[src/rtl/fmt422_pkg.sv]
package fmt422_pkg;
  // Phase encoding of the chroma bus
  typedef enum logic {
    PH_RY = 1'b0,
    PH_BY = 1'b1
  } c_phase_e;
endpackage

[src/rtl/fmt422_phase.sv]
module fmt422_phase
  import fmt422_pkg::*;
(
  input  logic     clk,
  input  logic     rst_n,
  input  logic     pix_vld,
  input  logic     line_start,
  output c_phase_e cur_phase
);
  c_phase_e nxt_q, nxt_d;

  // Phase of the pixel on the input this cycle
  always_comb begin
    cur_phase = line_start ? PH_RY : nxt_q;
  end

  always_comb begin
    nxt_d = nxt_q;
    if (pix_vld) begin
      nxt_d = (cur_phase == PH_RY) ? PH_BY : PH_RY;
    end else if (line_start) begin
      nxt_d = PH_RY;
    end
  end

  always_ff @(posedge clk or negedge rst_n) begin
    if (!rst_n) nxt_q <= PH_RY;
    else        nxt_q <= nxt_d;
  end
endmodule

[src/rtl/fmt422_chroma_sel.sv]
module fmt422_chroma_sel
  import fmt422_pkg::*;
#(
  parameter int DATA_W = 8
) (
  input  logic              clk,
  input  logic              rst_n,
  input  logic              pix_vld,
  input  c_phase_e          cur_phase,
  input  logic [DATA_W-1:0] ry_in,
  input  logic [DATA_W-1:0] by_in,
  output logic [DATA_W-1:0] c_sel
);
  localparam logic [DATA_W-1:0] ZERO_C = DATA_W'(1) << (DATA_W - 1);

  logic [DATA_W-1:0] by_hold_q, by_hold_d;
  logic              hold_en;

  always_comb begin
    hold_en   = pix_vld && (cur_phase == PH_RY);
    by_hold_d = hold_en ? by_in : by_hold_q;
    c_sel     = (cur_phase == PH_RY) ? ry_in : by_hold_q;
  end

  always_ff @(posedge clk or negedge rst_n) begin
    if (!rst_n) by_hold_q <= ZERO_C;
    else        by_hold_q <= by_hold_d;
  end
endmodule

[src/rtl/fmt422_out_reg.sv]
module fmt422_out_reg
  import fmt422_pkg::*;
#(
  parameter int DATA_W = 8
) (
  input  logic              clk,
  input  logic              rst_n,
  input  logic              pix_vld,
  input  logic              blank,
  input  c_phase_e          cur_phase,
  input  logic [DATA_W-1:0] y_in,
  input  logic [DATA_W-1:0] c_sel,
  output logic [DATA_W-1:0] y_out,
  output logic [DATA_W-1:0] c_out,
  output logic              c_phase,
  output logic              if_ce
);
  localparam int                SHIFT   = (DATA_W > 8) ? DATA_W - 8 : 0;
  localparam logic [DATA_W-1:0] BLACK_Y = DATA_W'(16) << SHIFT;
  localparam logic [DATA_W-1:0] ZERO_C  = DATA_W'(1) << (DATA_W - 1);

  logic [DATA_W-1:0] y_d, c_d;
  logic              ph_d;

  always_comb begin
    y_d  = y_out;
    c_d  = c_out;
    ph_d = c_phase;
    if (pix_vld) begin
      y_d  = blank ? BLACK_Y : y_in;
      c_d  = blank ? ZERO_C  : c_sel;
      ph_d = cur_phase;
    end
  end

  always_ff @(posedge clk or negedge rst_n) begin
    if (!rst_n) begin
      y_out   <= BLACK_Y;
      c_out   <= ZERO_C;
      c_phase <= 1'b0;
      if_ce   <= 1'b0;
    end else begin
      y_out   <= y_d;
      c_out   <= c_d;
      c_phase <= ph_d;
      if_ce   <= pix_vld;
    end
  end
endmodule

[src/rtl/fmt422_top.sv]
module fmt422_top
  import fmt422_pkg::*;
#(
  parameter int DATA_W = 8
) (
  input  logic              clk,
  input  logic              rst_n,
  input  logic              pix_vld,
  input  logic              line_start,
  input  logic              blank,
  input  logic [DATA_W-1:0] y_in,
  input  logic [DATA_W-1:0] ry_in,
  input  logic [DATA_W-1:0] by_in,
  output logic [DATA_W-1:0] y_out,
  output logic [DATA_W-1:0] c_out,
  output logic              c_phase,
  output logic              if_ce
);
  c_phase_e          cur_phase;
  logic [DATA_W-1:0] c_sel;

  fmt422_phase u_phase (
    .clk       (clk),
    .rst_n     (rst_n),
    .pix_vld   (pix_vld),
    .line_start(line_start),
    .cur_phase (cur_phase)
  );

  fmt422_chroma_sel #(.DATA_W(DATA_W)) u_csel (
    .clk      (clk),
    .rst_n    (rst_n),
    .pix_vld  (pix_vld),
    .cur_phase(cur_phase),
    .ry_in    (ry_in),
    .by_in    (by_in),
    .c_sel    (c_sel)
  );

  fmt422_out_reg #(.DATA_W(DATA_W)) u_oreg (
    .clk      (clk),
    .rst_n    (rst_n),
    .pix_vld  (pix_vld),
    .blank    (blank),
    .cur_phase(cur_phase),
    .y_in     (y_in),
    .c_sel    (c_sel),
    .y_out    (y_out),
    .c_out    (c_out),
    .c_phase  (c_phase),
    .if_ce    (if_ce)
  );
endmodule

[config.mk]
export PLATFORM = sky130hd
export DESIGN_NAME = fmt422_top
export DESIGN_NICKNAME = d
export VERILOG_FILES = /design/src/rtl/fmt422_pkg.sv /design/src/rtl/fmt422_phase.sv /design/src/rtl/fmt422_chroma_sel.sv /design/src/rtl/fmt422_out_reg.sv /design/src/rtl/fmt422_top.sv
export SDC_FILE = /design/constraint.sdc
export NUM_CORES = 1
export LEC_CHECK = 0
export BUFFER_PORTS_ARGS = -buffer_cell sky130_fd_sc_hd__buf_2
export CORE_ASPECT_RATIO = 1.1
export CORE_MARGIN = 1.5
export CORE_UTILIZATION = 38
export DETAILED_ROUTE_END_ITERATION = 16
export PLACE_DENSITY_LB_ADDON = 0.25
export SKIP_LAST_GASP = 1
export SLEW_MARGIN = 30
export SYNTH_ARGS = -nofsm -noshare
export SYNTH_HDL_FRONTEND = slang
export SYNTH_SLANG_ARGS = --single-unit
[constraint.sdc]
create_clock -name clk -period 2.4 [get_ports clk]
set_input_delay 0.72 -clock clk [delete_from_list [all_inputs] [get_ports clk]]
set_output_delay 0.72 -clock clk [all_outputs]
set_load 0.02 [all_outputs]
==> qor.csv, run 1 <==
stage;metric;value;unit
floorplan;IO Pins;47;
logic_synthesis;mux cell area share after synthesis;0.158;
critical_path;Critical-path top delay cell;dfstp_2;
cells_and_area;Core Util, Final;0.500;
route;total length of routed wires;2.20;mm
pwr;IR drop worst, VDD;0.000338;V
run;Max Cap Violations;0;
cts;worst skew pair latency;310;ps
route;via count;826;
cts;Root Driver;clkbuf_4;
place;IO Port Bufs;46;
logic_synthesis;Adder-Cell Fraction of Synth Area;0.0110;
critical_path;max incr delay on CP;560;ps
logic_synthesis;Mapped Nets;123;
global_route;vias in the first global route;876;
place;HPWL Detailed;1.62;mm
route;Final ANT Viol Nets;0;
logic_synthesis;Synth Area in Simple Gates;0.0638;
sta;Final Hold Viols;0;
outcome;outcome;finished, final reports clean;
critical_path;Crit path required time;1680;ps
sta;worst slew pin tran;589;ps
critical_path;Worst Path Buf+Inv;1;
cells_and_area;share of layout cells above drive strength 1;0.446;
pwr;leakage power;0.747;nW
cells_and_area;synth-to-layout area growth;23.3;%
floorplan;Core Box Area;0.00280;mm²
floorplan;starting density of the core;0.406;
floorplan;Die W;55.2;µm
cts;Bufs on Longest Clock Path;2;
route;wire length per cell;12.8;µm
place;instance area after placement;0.00138;mm²
global_route;total gr overflow;0;
critical_path;critical path endpoint category;primary output;
cells_and_area;nets;170;
cts;cts bufs inserted;3;
route;residual DRC count;0;
sta;Max Clk Rate;0.574;GHz
critical_path;CP Max Fanout;2;
cts;Hold Buf Count CTS;0;
logic_synthesis;mean area per synthesized cell;12.2;µm²
place;GP Congestion;0.654;
cells_and_area;final instance area;0.00140;mm²
critical_path;crit-path cells;buf_2;
cts;post-CTS setup buffer count;0;
min_path;HP Class;input port to asynchronous set/reset pin;
cells_and_area;# diodes;0;
logic_synthesis;distinct cell type count after synthesis;18;
route;drt pass-1 iters;2;
cts;clock net sink count;27;
sta;Layout Skew;1.55;ps
route;DRT iter0 DRCs;6;
global_route;antenna violations before repair;0;
logic_synthesis;Synth Area in Compound Gates;0.0814;
logic_synthesis;largest family of logic cells by synthesized area;multiplexers;
sta;Period Utilization, post-route;0.725;
sta;unrepaired setup endpoints after global routing;false;
cells_and_area;Final Non-Filler Cells;172;
critical_path;CP startpoint kind;register;
global_route;first-pass GRT wire length;3.59;mm
logic_synthesis;Seq cells post-synth;27;
route;post-DR vias/cell;4.80;
place;placed cells;168;
cts;CTS tree;yes;
cts;cts repair resizes;0;
global_route;GRT Overall Usage;0.149;
floorplan;Die Y;60.4;µm
logic_synthesis;YS warnings;0;
logic_synthesis;Mapped Area;0.00114;mm²
floorplan;Rows;20;
logic_synthesis;register area share after synthesis;0.597;
pwr;Power Dens Cells;657;mW/mm²
sta;relative slew slack;0.607;
floorplan;DIE AREA;0.00333;mm²
critical_path;CP top delay family;flip-flops;
sta;minimum clock period;1740;ps
logic_synthesis;cell count after synthesis;93;
sta;max-slew violation count;0;
critical_path;Data arrival, critical path;1020;ps
sta;hold_ws;389;ps
cts;htree depth;1;
global_route;largest net degree at the start of global routing;28;
cts;Clock Pin Slew Worst Setup and Hold Paths;130;ps
logic_synthesis;xor/xnor share of the synthesized area;0;
sta;final setup fails;0;
sta;Fin Setup TNS;0;ps
critical_path;kind of critical path;register to primary output;
[stage by stage]
step	worst slack [ps]	total power, W
after global routing	609	0.000974
after detailed placement	457	0.000746
after global placement	486	0.000739
after CTS	643	0.000937
final	659	0.000922
after floorplan	691	0.000674
[synthesized netlist by cell type]
library cell	number	area, µm²
dfrtp_1	24	601
inv_1	16	60.1
mux2i_1	9	90.1
mux2_2	8	90.1
o21ai_0	7	35.0
o22ai_1	7	43.8
buf_2	4	20.0
nand3b_1	4	30.0
dfstp_2	3	78.8
nand2_1	3	11.3
a21oi_1	1	5.00
and2b_1	1	7.51
buf_12	1	20.0
ha_1	1	12.5
nand2b_1	1	6.26
nand2b_4	1	13.8
nor2_1	1	3.75
o22a_1	1	8.76
[kinds of logic after synthesis]
kind of cell	after synthesis
AOI/OAI and AO/OA	16
adders and majority gates	1
buffers and inverters	21
DFF	27
muxes	17
and+or+nand+nor	11
[area by class of cell]
cell class | count | area (µm²)
tap | 33 | 41.3
multi-input combinational | 45 | 358
timing repair buffer | 47 | 238
sequential | 27 | 679
inverter | 16 | 60.1
clock buffer | 4 | 26.3
fill | 270 | 1400
[sequential cells by signal (all words and copies together), names as in the netlist]
register	flops
u_oreg.if_ce	1
u_phase.nxt_q	1
u_oreg.c_phase	1
u_oreg.c_out	8
u_oreg.y_out	8
u_csel.by_hold_q	8
[metal layers]
| metal | track usage | wire (µm) | up-vias |
|---|---|---|---|
| met5 | 0 | 0 | - |
| met2 | 0.260 | 1040 | 29 |
| met4 | 0.0418 | 13 | 0 |
| met1 | 0.185 | 975 | 395 |
| li1 | - | - | 400 |
| met3 | 0.0320 | 164 | 2 |
[cells in the final DEF, fill, tap and decap left out]
cell / synthesis / final
and2b_1: 1 / 1
a21oi_1: 1 / 1
nand2b_4: 1 / 1
ha_1: 1 / 1
nand2b_1: 1 / 1
mux2_2: 8 / 8
nand3b_1: 4 / 4
inv_1: 16 / 16
buf_4: 0 / 1
o22a_1: 1 / 1
dfrtp_1: 24 / 24
clkbuf_1: 0 / 1
buf_2: 4 / 46
clkbuf_4: 0 / 3
nand2_1: 3 / 3
mux2i_1: 9 / 9
o22ai_1: 7 / 7
nor2_1: 1 / 1
o21ai_0: 7 / 7
dfstp_2: 3 / 3
[worst paths after layout]
kind | startpoint | end | slack, ps | cells after the start
max | u_oreg.y_out[4] | y_out[4] | 660 | 1
min | rst_n | u_oreg.if_ce | 390 | 1
max reg2reg | u_phase.nxt_q | u_csel.by_hold_q[5] | 920 | 3
min reg2reg | u_oreg.c_out[7] | u_oreg.c_out[7] | 500 | 2
max in group asynchronous | rst_n | u_oreg.y_out[3] | 1630 | 1
min in group clk | u_oreg.c_out[7] | u_oreg.c_out[7] | 500 | 2
[power by group]
part	leakage, nW	switching [W]	internal, W
combinational	0.400	0.000107	0.0000883
clock	0.0150	0.000123	0.0000648
sequential	0.332	0.0000261	0.000512
Note: power is estimated with default switching activity, not from simulation.
==> inputs of run 2 (changes only) <==
--- a/config.mk
+++ b/config.mk
@@ -5,6 +5,7 @@
 export SDC_FILE = /design/constraint.sdc
 export NUM_CORES = 1
 export LEC_CHECK = 0
+export ABC_AREA = 1
 export BUFFER_PORTS_ARGS = -buffer_cell sky130_fd_sc_hd__buf_2
 export CORE_ASPECT_RATIO = 1.1
 export CORE_MARGIN = 1.5
==> constraint.sdc (replaced) <==
create_clock -name clk -period 1.8 [get_ports clk]
set_input_delay 0.54 -clock clk [delete_from_list [all_inputs] [get_ports clk]]
set_output_delay 0.54 -clock clk [all_outputs]
set_load 0.02 [all_outputs]
==> run 2 against run 1 <==
Against the previous run:
- worst hold slack worse by 210 ps
- highest routed layer unchanged
- area after synthesis grew 2.5%
- synthesized cell count is 45% higher
- first-iteration DRC count rose to 3.8 times the previous value
- sequential share of layout area shrank 1.5 points
- global-route usage rose by 0.97 points
- flip-flop and latch count did not move
- cell area up 3.2%
- total power is 35% higher
==> qor.csv, run 2 <==
stage;metric;value;unit
cts;post-CTS setup buffer count;0;
global_route;first-pass GRT wire length;4.19;mm
cts;worst skew pair latency;330;ps
cts;Clock Pin Slew Worst Setup and Hold Paths;150;ps
logic_synthesis;Mapped Area;0.00117;mm²
global_route;vias in the first global route;989;
sta;Max Clk Rate;0.634;GHz
cells_and_area;Top Registers;u_csel.by_hold_q (8), u_oreg.c_out (8), u_oreg.y_out (8);
floorplan;starting density of the core;0.409;
logic_synthesis;top cells by area, synth;dfrtp_1, nand2_1, dfstp_2, inv_1, o21ai_0;
global_route;GRT Overall Usage;0.159;
pwr;leakage power;0.858;nW
floorplan;Core Box Area;0.00285;mm²
floorplan;IO Pins;47;
critical_path;kind of critical path;register to primary output;
cells_and_area;# diodes;0;
pwr;IR drop worst, VDD;0.000603;V
cts;cts bufs inserted;3;
place;instance area after placement;0.00142;mm²
logic_synthesis;distinct cell type count after synthesis;17;
sta;unrepaired setup endpoints after global routing;false;
route;wire length per cell;11.2;µm
cells_and_area;share of layout cells above drive strength 1;0.322;
route;post-DR vias/cell;4.60;
logic_synthesis;most frequent cells after synthesis;nand2_1, dfrtp_1, inv_1, o21ai_0, nand3_1;
cts;htree depth;1;
critical_path;Crit path required time;1260;ps
cts;cts repair resizes;0;
sta;max-slew violation count;0;
critical_path;worst reg2reg setup slack;550;ps
cells_and_area;commonest non-fill, non-tap cell in the layout;nand2_1;
logic_synthesis;cell count after synthesis;135;
cells_and_area;final instance area;0.00145;mm²
logic_synthesis;most frequent cell after synthesis;nand2_1;
route;total length of routed wires;2.42;mm
pwr;total power;0.00125;W
critical_path;Worst Path Buf+Inv;1;
global_route;total gr overflow;0;
route;Final ANT Viol Nets;0;
logic_synthesis;mean area per synthesized cell;8.64;µm²
floorplan;Rows;20;
min_path;HP Class;input port to asynchronous set/reset pin;
cells_and_area;synth-to-layout area growth;24.1;%
critical_path;crit-path cells;buf_2;
logic_synthesis;YS warnings;0;
logic_synthesis;number of synthesized flops with an enable pin;0;
cells_and_area;nets;214;
logic_synthesis;asr flop ratio synth;1.00;
floorplan;DIE AREA;0.00341;mm²
route;DRT iter0 DRCs;23;
cts;Bufs on Longest Clock Path;2;
critical_path;CP startpoint kind;register;
global_route;largest net degree at the start of global routing;28;
global_route;antenna violations before repair;0;
sta;Final Hold Viols;0;
pwr;Power Dens Cells;862;mW/mm²
route;drt pass-1 iters;4;
critical_path;CP Max Fanout;2;
critical_path;Data arrival, critical path;1040;ps
sta;Layout Skew;3.81;ps
critical_path;Critical-path top delay cell;dfstp_2;
logic_synthesis;top cell type by total area after synthesis;dfrtp_1;
floorplan;Die Y;61.1;µm
cts;Root Driver;clkbuf_4;
cells_and_area;most frequent cells in the layout;nand2_1, buf_2, dfrtp_1;
logic_synthesis;register area share after synthesis;0.583;
cts;clock net sink count;27;
logic_synthesis;ys flop type;dfrtp_1;
critical_path;critical path endpoint category;primary output;
critical_path;max incr delay on CP;550;ps
sta;minimum clock period;1580;ps
logic_synthesis;Mapped Nets;165;
logic_synthesis;Yosys top cell area share;0.515;
sta;worst slew pin tran;589;ps
sta;Fin Setup TNS;0;ps
critical_path;CP top delay family;flip-flops;
run;Max Cap Violations;0;
floorplan;Die W;55.8;µm
route;via count;993;
place;IO Port Bufs;46;
place;HPWL Detailed;1.85;mm
cts;Hold Buf Count CTS;0;
sta;Period Utilization, post-route;0.876;
sta;final setup fails;0;
outcome;outcome;finished, final reports clean;
logic_synthesis;Seq cells post-synth;27;
sta;relative slew slack;0.607;
cts;CTS tree;yes;
place;GP Congestion;0.749;
route;residual DRC count;0;
-- run 2: cell count changes after synthesis, moves of 2 or more --
cell      before  now
o22ai_1        7    0
buf_2          4    1
o21ai_0        7    9
inv_1         16   18
mux2_2         8    1
nand2_1        3   60
nor2_1         1    3
nand3_1        0    8
nand3b_1       4    0
mux2i_1        9    0
-- run 2: metrics by stage --
stage                     instances   util  setup WS (ps)  hold slack, ps
after floorplan                 135      -            434             244
after global placement          212  0.497            290             456
after detailed placement        212  0.497            204             467
after CTS                       216  0.507            200             198
after global routing            216  0.507            174             207
final                           216  0.507            223             183
-- run 2: path summary, 6_finish.rpt --
check	end	cells past startpoint	from
worst max-delay path	c_out[7]	1	u_oreg.c_out[7]
max in group asynchronous	u_oreg.c_out[7]	1	rst_n
worst min register to register	u_oreg.y_out[4]	2	u_oreg.y_out[4]
worst max register to register	u_csel.by_hold_q[1]	4	u_phase.nxt_q
min in group clk	u_oreg.if_ce	1	pix_vld
worst min-delay path	u_oreg.c_out[5]	1	rst_n
-- run 2: logic make-up after synthesis --
logic type,after synthesis,synth area share
AOI/OAI and AO/OA,10,0.0429
adders and majority gates,1,0.0107
buffers and inverters,22,0.0848
DFF,27,0.583
muxes,1,0.00966
and+or+nand+nor,74,0.269
-- run 2: cell type report --
type | count | area [µm²]
Inverter | 19 | 71.3
Tap cell | 33 | 41.3
Multi-Input combinational cell | 86 | 388
Clock buffer | 3 | 22.5
Sequential cell | 27 | 679
Clock inverter | 1 | 7.51
Fill cell | 325 | 1410
Timing Repair Buffer | 47 | 238
-- run 2: power breakdown --
group | total (W) | switching (W) | internal (W)
logic | 0.000265 | 0.000170 | 0.0000952
registers | 0.000714 | 0.0000335 | 0.000680
clock network | 0.000269 | 0.000184 | 0.0000853
-- run 2: layer usage --
metal / up-vias / GRT usage / wire length (µm)
met5: - / 0 / 0
met4: 0 / 0.0408 / 26
met3: 5 / 0.0504 / 146
met2: 29 / 0.299 / 1170
met1: 458 / 0.179 / 1080
li1: 501 / - / -
